<file path="src/rtl/irqc_pkg.sv">
package irqc_pkg;

    localparam int BUS_W  = 32;
    localparam int ADDR_W = 12;

    typedef enum logic [2:0] {
        REG_RAW  = 3'd0,
        REG_EN   = 3'd1,
        REG_CLR  = 3'd2,
        REG_MODE = 3'd3,
        REG_POL  = 3'd4,
        REG_STAT = 3'd5,
        REG_NONE = 3'd7
    } reg_sel_e;

    typedef struct packed {
        logic             wr;
        reg_sel_e         sel;
        logic [BUS_W-1:0] data;
    } bus_req_t;

    function automatic reg_sel_e decode_addr(input logic [ADDR_W-1:0] a);
        reg_sel_e r;
        r = REG_NONE;
        if (a[1:0] == 2'b00) begin
            case (a[ADDR_W-1:2])
                10'd0:   r = REG_RAW;
                10'd1:   r = REG_EN;
                10'd2:   r = REG_CLR;
                10'd3:   r = REG_MODE;
                10'd4:   r = REG_POL;
                10'd5:   r = REG_STAT;
                default: r = REG_NONE;
            endcase
        end
        return r;
    endfunction

endpackage

</file>
<file path="src/rtl/irqc_sync.sv">
module irqc_sync #(
    parameter int W      = 32,
    parameter int STAGES = 2
) (
    input  logic         clk,
    input  logic         rst,
    input  logic [W-1:0] d,
    output logic [W-1:0] q
);
    logic [W-1:0] chain [STAGES];

    always_ff @(posedge clk) begin
        if (rst) chain[0] <= '0;
        else     chain[0] <= d;
    end

    for (genvar s = 1; s < STAGES; s++) begin : g_stage
        always_ff @(posedge clk) begin
            if (rst) chain[s] <= '0;
            else     chain[s] <= chain[s-1];
        end
    end

    assign q = chain[STAGES-1];
endmodule

</file>
<file path="src/rtl/irqc_detect.sv">
module irqc_detect #(
    parameter int W = 32
) (
    input  logic         clk,
    input  logic         rst,
    input  logic [W-1:0] s,
    input  logic [W-1:0] pol,
    output logic [W-1:0] act,
    output logic [W-1:0] edge_evt
);
    logic [W-1:0] act_q;

    // polarity 1 inverts the line so that "asserted" is always high here
    assign act = s ^ pol;

    always_ff @(posedge clk) begin
        if (rst) act_q <= '0;
        else     act_q <= act;
    end

    assign edge_evt = act & ~act_q;
endmodule

</file>
<file path="src/rtl/irqc_pending.sv">
module irqc_pending #(
    parameter int W = 32
) (
    input  logic         clk,
    input  logic         rst,
    input  logic [W-1:0] mode,
    input  logic [W-1:0] act,
    input  logic [W-1:0] edge_evt,
    input  logic [W-1:0] clr,
    output logic [W-1:0] pending
);
    logic [W-1:0] nxt;

    for (genvar i = 0; i < W; i++) begin : g_lane
        always_comb begin
            if (mode[i]) nxt[i] = (pending[i] & ~clr[i]) | edge_evt[i];
            else         nxt[i] = clr[i] ? 1'b0 : (pending[i] | act[i]);
        end
    end

    always_ff @(posedge clk) begin
        if (rst) pending <= '0;
        else     pending <= nxt;
    end


    level_clr_drops_chk: assert property (@(posedge clk) disable iff (rst)
        (|(clr & ~mode)) |=> ((pending & $past(clr & ~mode)) == '0));


    edge_beats_clr_chk: assert property (@(posedge clk) disable iff (rst)
        (|(edge_evt & mode)) |=> ((pending & $past(edge_evt & mode)) == $past(edge_evt & mode)));


    edge_holds_chk: assert property (@(posedge clk) disable iff (rst)
        (|(pending & mode & ~clr)) |=> ((pending & $past(pending & mode & ~clr)) == $past(pending & mode & ~clr)));
endmodule

</file>
<file path="src/rtl/irqc_regs.sv">
module irqc_regs
    import irqc_pkg::*;
#(
    parameter int W = 32
) (
    input  logic              clk,
    input  logic              rst,
    input  bus_req_t          req,
    input  logic              req_vld,
    input  reg_sel_e          rd_sel,
    input  logic [W-1:0]      raw,
    input  logic [W-1:0]      pending,
    output logic [W-1:0]      enable,
    output logic [W-1:0]      mode,
    output logic [W-1:0]      pol,
    output logic [W-1:0]      clr,
    output logic [W-1:0]      status,
    output logic [BUS_W-1:0]  rdata
);
    logic         do_wr;
    logic [W-1:0] wd;

    assign do_wr  = req_vld & req.wr;
    assign wd     = req.data[W-1:0];
    assign clr    = (do_wr && req.sel == REG_CLR) ? wd : '0;
    assign status = pending & enable;

    always_ff @(posedge clk) begin
        if (rst) begin
            enable <= '0;
            mode   <= '0;
            pol    <= '1;
        end else if (do_wr) begin
            case (req.sel)
                REG_EN:   enable <= wd;
                REG_MODE: mode   <= wd;
                REG_POL:  pol    <= wd;
                default:  ;
            endcase
        end
    end

    always_comb begin
        rdata = '0;
        case (rd_sel)
            REG_RAW:  rdata[W-1:0] = raw;
            REG_EN:   rdata[W-1:0] = enable;
            REG_MODE: rdata[W-1:0] = mode;
            REG_POL:  rdata[W-1:0] = pol;
            REG_STAT: rdata[W-1:0] = status;
            default:  rdata = '0;
        endcase
    end


    reset_state_chk: assert property (@(posedge clk)
        rst |=> (enable == '0 && mode == '0 && pol == '1));


    enable_write_chk: assert property (@(posedge clk) disable iff (rst)
        (do_wr && req.sel == REG_EN) |=> (enable == $past(wd)));
endmodule

</file>
<file path="src/rtl/irqc_top.sv">
module irqc_top
    import irqc_pkg::*;
#(
    parameter int N_SRC       = 32,
    parameter int SYNC_STAGES = 2
) (
    input  logic              clk,
    input  logic              rst,
    input  logic [N_SRC-1:0]  src_i,
    input  logic              bus_en_i,
    input  logic              bus_wr_i,
    input  logic [ADDR_W-1:0] bus_addr_i,
    input  logic [BUS_W-1:0]  bus_wdata_i,
    output logic [BUS_W-1:0]  bus_rdata_o,
    output logic              irq_o
);
    bus_req_t         req;
    reg_sel_e         sel;
    logic [N_SRC-1:0] raw, act, edge_evt, pending;
    logic [N_SRC-1:0] enable, mode, pol, clr, status;

    assign sel = decode_addr(bus_addr_i);
    assign req = '{wr: bus_wr_i, sel: sel, data: bus_wdata_i};

    irqc_sync #(.W(N_SRC), .STAGES(SYNC_STAGES)) u_sync (
        .clk(clk), .rst(rst), .d(src_i), .q(raw)
    );

    irqc_detect #(.W(N_SRC)) u_detect (
        .clk(clk), .rst(rst), .s(raw), .pol(pol), .act(act), .edge_evt(edge_evt)
    );

    irqc_pending #(.W(N_SRC)) u_pending (
        .clk(clk), .rst(rst), .mode(mode), .act(act), .edge_evt(edge_evt),
        .clr(clr), .pending(pending)
    );

    irqc_regs #(.W(N_SRC)) u_regs (
        .clk(clk), .rst(rst), .req(req), .req_vld(bus_en_i), .rd_sel(sel),
        .raw(raw), .pending(pending), .enable(enable), .mode(mode), .pol(pol),
        .clr(clr), .status(status), .rdata(bus_rdata_o)
    );

    always_ff @(posedge clk) begin
        if (rst) irq_o <= 1'b0;
        else     irq_o <= |status;
    end


    irq_follows_status_chk: assert property (@(posedge clk) disable iff (rst)
        1'b1 |=> (irq_o == $past(|status)));


    disabled_quiet_chk: assert property (@(posedge clk) disable iff (rst)
        (enable == '0) |=> (irq_o == 1'b0));
endmodule

</file>
<file path="config.mk">
export PLATFORM = sky130hd
export DESIGN_NAME = irqc_top
export DESIGN_NICKNAME = d
export VERILOG_FILES = /design/src/rtl/irqc_pkg.sv /design/src/rtl/irqc_sync.sv /design/src/rtl/irqc_detect.sv /design/src/rtl/irqc_pending.sv /design/src/rtl/irqc_regs.sv /design/src/rtl/irqc_top.sv
export SDC_FILE = /design/constraint.sdc
export NUM_CORES = 1
export LEC_CHECK = 0
export CORE_MARGIN = 2
export CORE_UTILIZATION = 57
export DETAILED_ROUTE_END_ITERATION = 8
export PLACE_DENSITY = 0.8
export SYNTH_ARGS = -nofsm -noshare
export SYNTH_HDL_FRONTEND = slang
export SYNTH_HIERARCHICAL = 1
export SYNTH_SLANG_ARGS = --single-unit
</file>
<file path="constraint.sdc">
create_clock -name clk -period 5 [get_ports clk]
set_input_delay 1.5 -clock clk [delete_from_list [all_inputs] [get_ports clk]]
set_output_delay 1.5 -clock clk [all_outputs]
set_load 0.02 [all_outputs]
</file>
==> metrics.md <==
| Metric | Value |
|---|---|
| CTS sink cnt | `between 200 and 250` |
| Die Wd | `139.0 um` |
| Final Total Pwr | `0.003937 W` |
| Num CTS Buffers | `24` |
| Post-Syn Instances | `approximately 1100` |
| FF+latch area | `4504 um^2` |
| Commonest non-fill, non-tap cells in the layout | `dfxtp_1, nor2_1, mux2i_1` |
| GRT Resource Usage Total | `0.2396` |
| CTS tree | `yes` |
| Slew @ Worst Pin | `0.8718 ns` |
| Drt total wl | `~24000 um` |
| Vias | `around 7800` |
| Die Ht | `139.0 um` |
| Root Driver | `clkbuf_16` |
| Initial antenna violation count | `0` |
| Pin count of the biggest net entering global routing | `136` |
| Num rows | `49` |
| Setup CP Type | `in -> out` |
| Fmax | `205.1 MHz` |
| Via density | `5.417` |
| Hold_sp | `u_sync/chain[0][11]$_SDFF_PP0_` |
| Critical path peak fanout | `9` |
| Total gr overflow | `0` |
| Antenna-violating nets left | `0` |
| Routability congestion estimate from global placement | `0.7685` |
| DP Cell Count | `1398` |
| Fin nets | `1280` |
| Clock-pin slew on the worst setup and hold paths | `0.05 ns` |
| Die area | `19320 um^2` |
| Skew final | `0.009914 ns` |
| Area Growth Syn to Fin | `21.84%` |
| DP Area | `11760 um^2` |
| Worst Setup SP | `bus_addr_i[1]` |
| Pre-Repair DR Iteration Count | `7` |
| Commonest non-fill, non-tap cell in the layout | `dfxtp_1` |
| Sequential share of the synthesized area | `0.4337` |
| Filler-free cell count of the finished design | `1447` |
| Hpwl dp | `15070 um` |
| Fin area | `12650 um^2` |
| Largest area contributor in the netlist | `dfxtp_1` |
| Leak Pwr | `approximately 5.5 nW` |
| Arr. time, crit path | `3.37 ns` |
| Slowest-stage cell, CP | `clkdlybuf4s50_1` |
| Vias in the first global route | `7808` |
| Number of synthesized flops with an enable pin | `0` |
| IO buf count | `112` |
| Post-route DRC | `0` |
| Status | `finished, final reports clean` |
| Core area | `around 18000 um^2` |
| Setup Viol. Count Final | `0` |
| Max-cap violation count | `0` |
| First-pass GRT wire length | `38310 um` |
| Final setup margin | `roughly 0.13 ns` |
| Initial DRC Count | `387` |
| Hold WC Path Type | `reg -> reg` |
| Nature of the critical path startpoint | `input pin` |
| WHS Path Cells | `1` |
| PwrDens | `~310 nW/um^2` |
| Fin. max-slew vios | `0` |
| Synth Warn # | `6` |
| Ports | `113` |
| Yosys cell types | `40` |
| Synth Register Bits | `225` |
| CP dominant cell by count | `buf_6` |
| Mapped Area | `between 10000 and 15000 um^2` |
| Worst slew margin | `0.4188` |
| Delay-heaviest family, CP | `buffers and inverters` |
| Syn_area_per_cell | `9.554 um^2` |
| Ys flop type | `dfxtp_1` |
| Fillers | `about 1400` |
| CP Cell Sequence | `clkdlybuf4s50_1 -> nor3_2 -> nand3_2 -> or2_4 -> nor2b_4 -> buf_6 -> buf_6 -> a32oi_1 -> o22ai_1 -> buf_4` |
| Worst Reg-to-Reg Cells | `4` |
| Levels on crit path | `10` |
| Routed len/inst | `16.40 um` |
| Share of cells above drive strength 1 | `0.1847` |
| Dpl ws | `-0.5693 ns` |
| Worst Path Buf+Inv | `4` |
| Final Cycle Share | `0.9750` |
| Clock H-tree levels | `1` |
| Synth top area share | `0.4337` |
| Worst stage delay on the critical path | `0.42 ns` |
| Endpoints failing hold | `0` |
| Peak supply drop | `0.2635 mV` |
| Initial Utilization | `0.5801` |
| Syn nets | `1167` |
| Fraction of registers with async set/reset | `0` |
| Worst endpoint required time | `between 3 and 4 ns` |
| Top post-synthesis cells by area | `dfxtp_1, mux2i_1, nand2b_1` |
| RSZ-0062 raised after global routing | `false` |
| N_diodes | `0` |
| Final core occ | `0.7068` |
| Min Tclk post-route | `4.875 ns` |
| Clock Tree Buf Depth | `3` |
| Clock latency on the worst-skew pair | `0.51 ns` |
| Post-CTS Hold Buffers | `0` |
| Launch point of the worst reg-to-reg path | `u_pending/pending[16]$_SDFF_PP0_` |
| CP endpoint kind | `output pin` |
| Multi-input gate area | `5532 um^2` |
==> per-layer routing <==
layer	GRT usage	part of all wire	vias up
met5	0	0	-
met4	0.07656	0.027	0
met3	0.03764	0.044	46
met2	0.4135	0.48	176
met1	0.3088	0.45	3744
li1	-	-	3872
==> Yosys cell counts (6+ instances only) <==
| cell type | n |
|---|---|
| a32oi_1 | 31 |
| nor2_1 | 129 |
| mux2i_1 | 127 |
| nand2b_2 | 32 |
| xnor2_1 | 32 |
| inv_1 | 33 |
| buf_6 | 9 |
| nor2b_2 | 60 |
| o22ai_1 | 31 |
| clkbuf_1 | 31 |
| nand2b_1 | 127 |
| a31oi_1 | 32 |
| nor2b_1 | 6 |
| dfxtp_1 | 225 |
| nor4_1 | 9 |
| buf_2 | 14 |
| nand2_1 | 33 |
| or3b_1 | 32 |
| and2_1 | 64 |
==> stage by stage <==
stage               setup TNS, ns  hold slack [ns]
global route                    0           0.4462
finish                          0           0.4363
detailed placement         -15.71           0.4219
global placement           -15.26           0.4154
CTS                      -0.01201           0.4406
floorplan                       0           0.4138
==> flip-flops by register name, summed over array words and instances, names as in the netlist <==
name and count:
u_pending/pending 32, u_sync/chain 64, u_detect/act_q 32, u_regs/pol 32, u_regs/enable 32, u_regs/mode 32
irq_o 1
==> path summary, 6_finish.rpt <==
path / slack (ns) / to
max: 0.13 / bus_rdata_o[12]
min: 0.44 / u_sync/chain[1][11]$_SDFF_PP0_
max reg2reg: 3.38 / irq_o$_SDFF_PP0_
min reg2reg: 0.44 / u_sync/chain[1][11]$_SDFF_PP0_
==> kinds of logic (layout without fill, tap and decap cells) <==
family / after synthesis / count (layout) / share of synthesized area
and+or+nand+nor: 507 / 507 / 0.3013
DFF: 225 / 225 / 0.4337
muxes: 128 / 128 / 0.1235
AOI/OAI and AO/OA: 99 / 99 / 0.06711
buffers and inverters: 96 / 227 / 0.04735
xor gates and xnor gates: 32 / 32 / 0.02699
==> final cells by class <==
type | instances | share of cell area
clock inverters | 7 | 0.007317
repair buffers | 149 | 0.1090
well taps | 229 | 0.02264
multi-input cells | 766 | 0.4372
clock buffers | 37 | 0.05775
flip-flops and latches | 225 | 0.3560
inverters | 34 | 0.01018
==> where the power goes <==
group / leakage (nW) / switching (W) / internal (W) / total (W)
sequential: 1.85 / 0.0000302 / 0.00185 / 0.00188
combinational: 3.22 / 0.000106 / 0.000138 / 0.000244
clock: 0.395 / 0.000702 / 0.00111 / 0.00181
==> timing repair <==
| item | CTS | global route |
|---|---|---|
| endpoints found under the setup margin | 32 | 30 |
| gates resized for setup | 156 | 13 |
| pin swaps | 5 | 6 |
| cloned | 1 | 0 |
| buffers inserted | 4 | 0 |
Power figures use the tool's default switching activity.
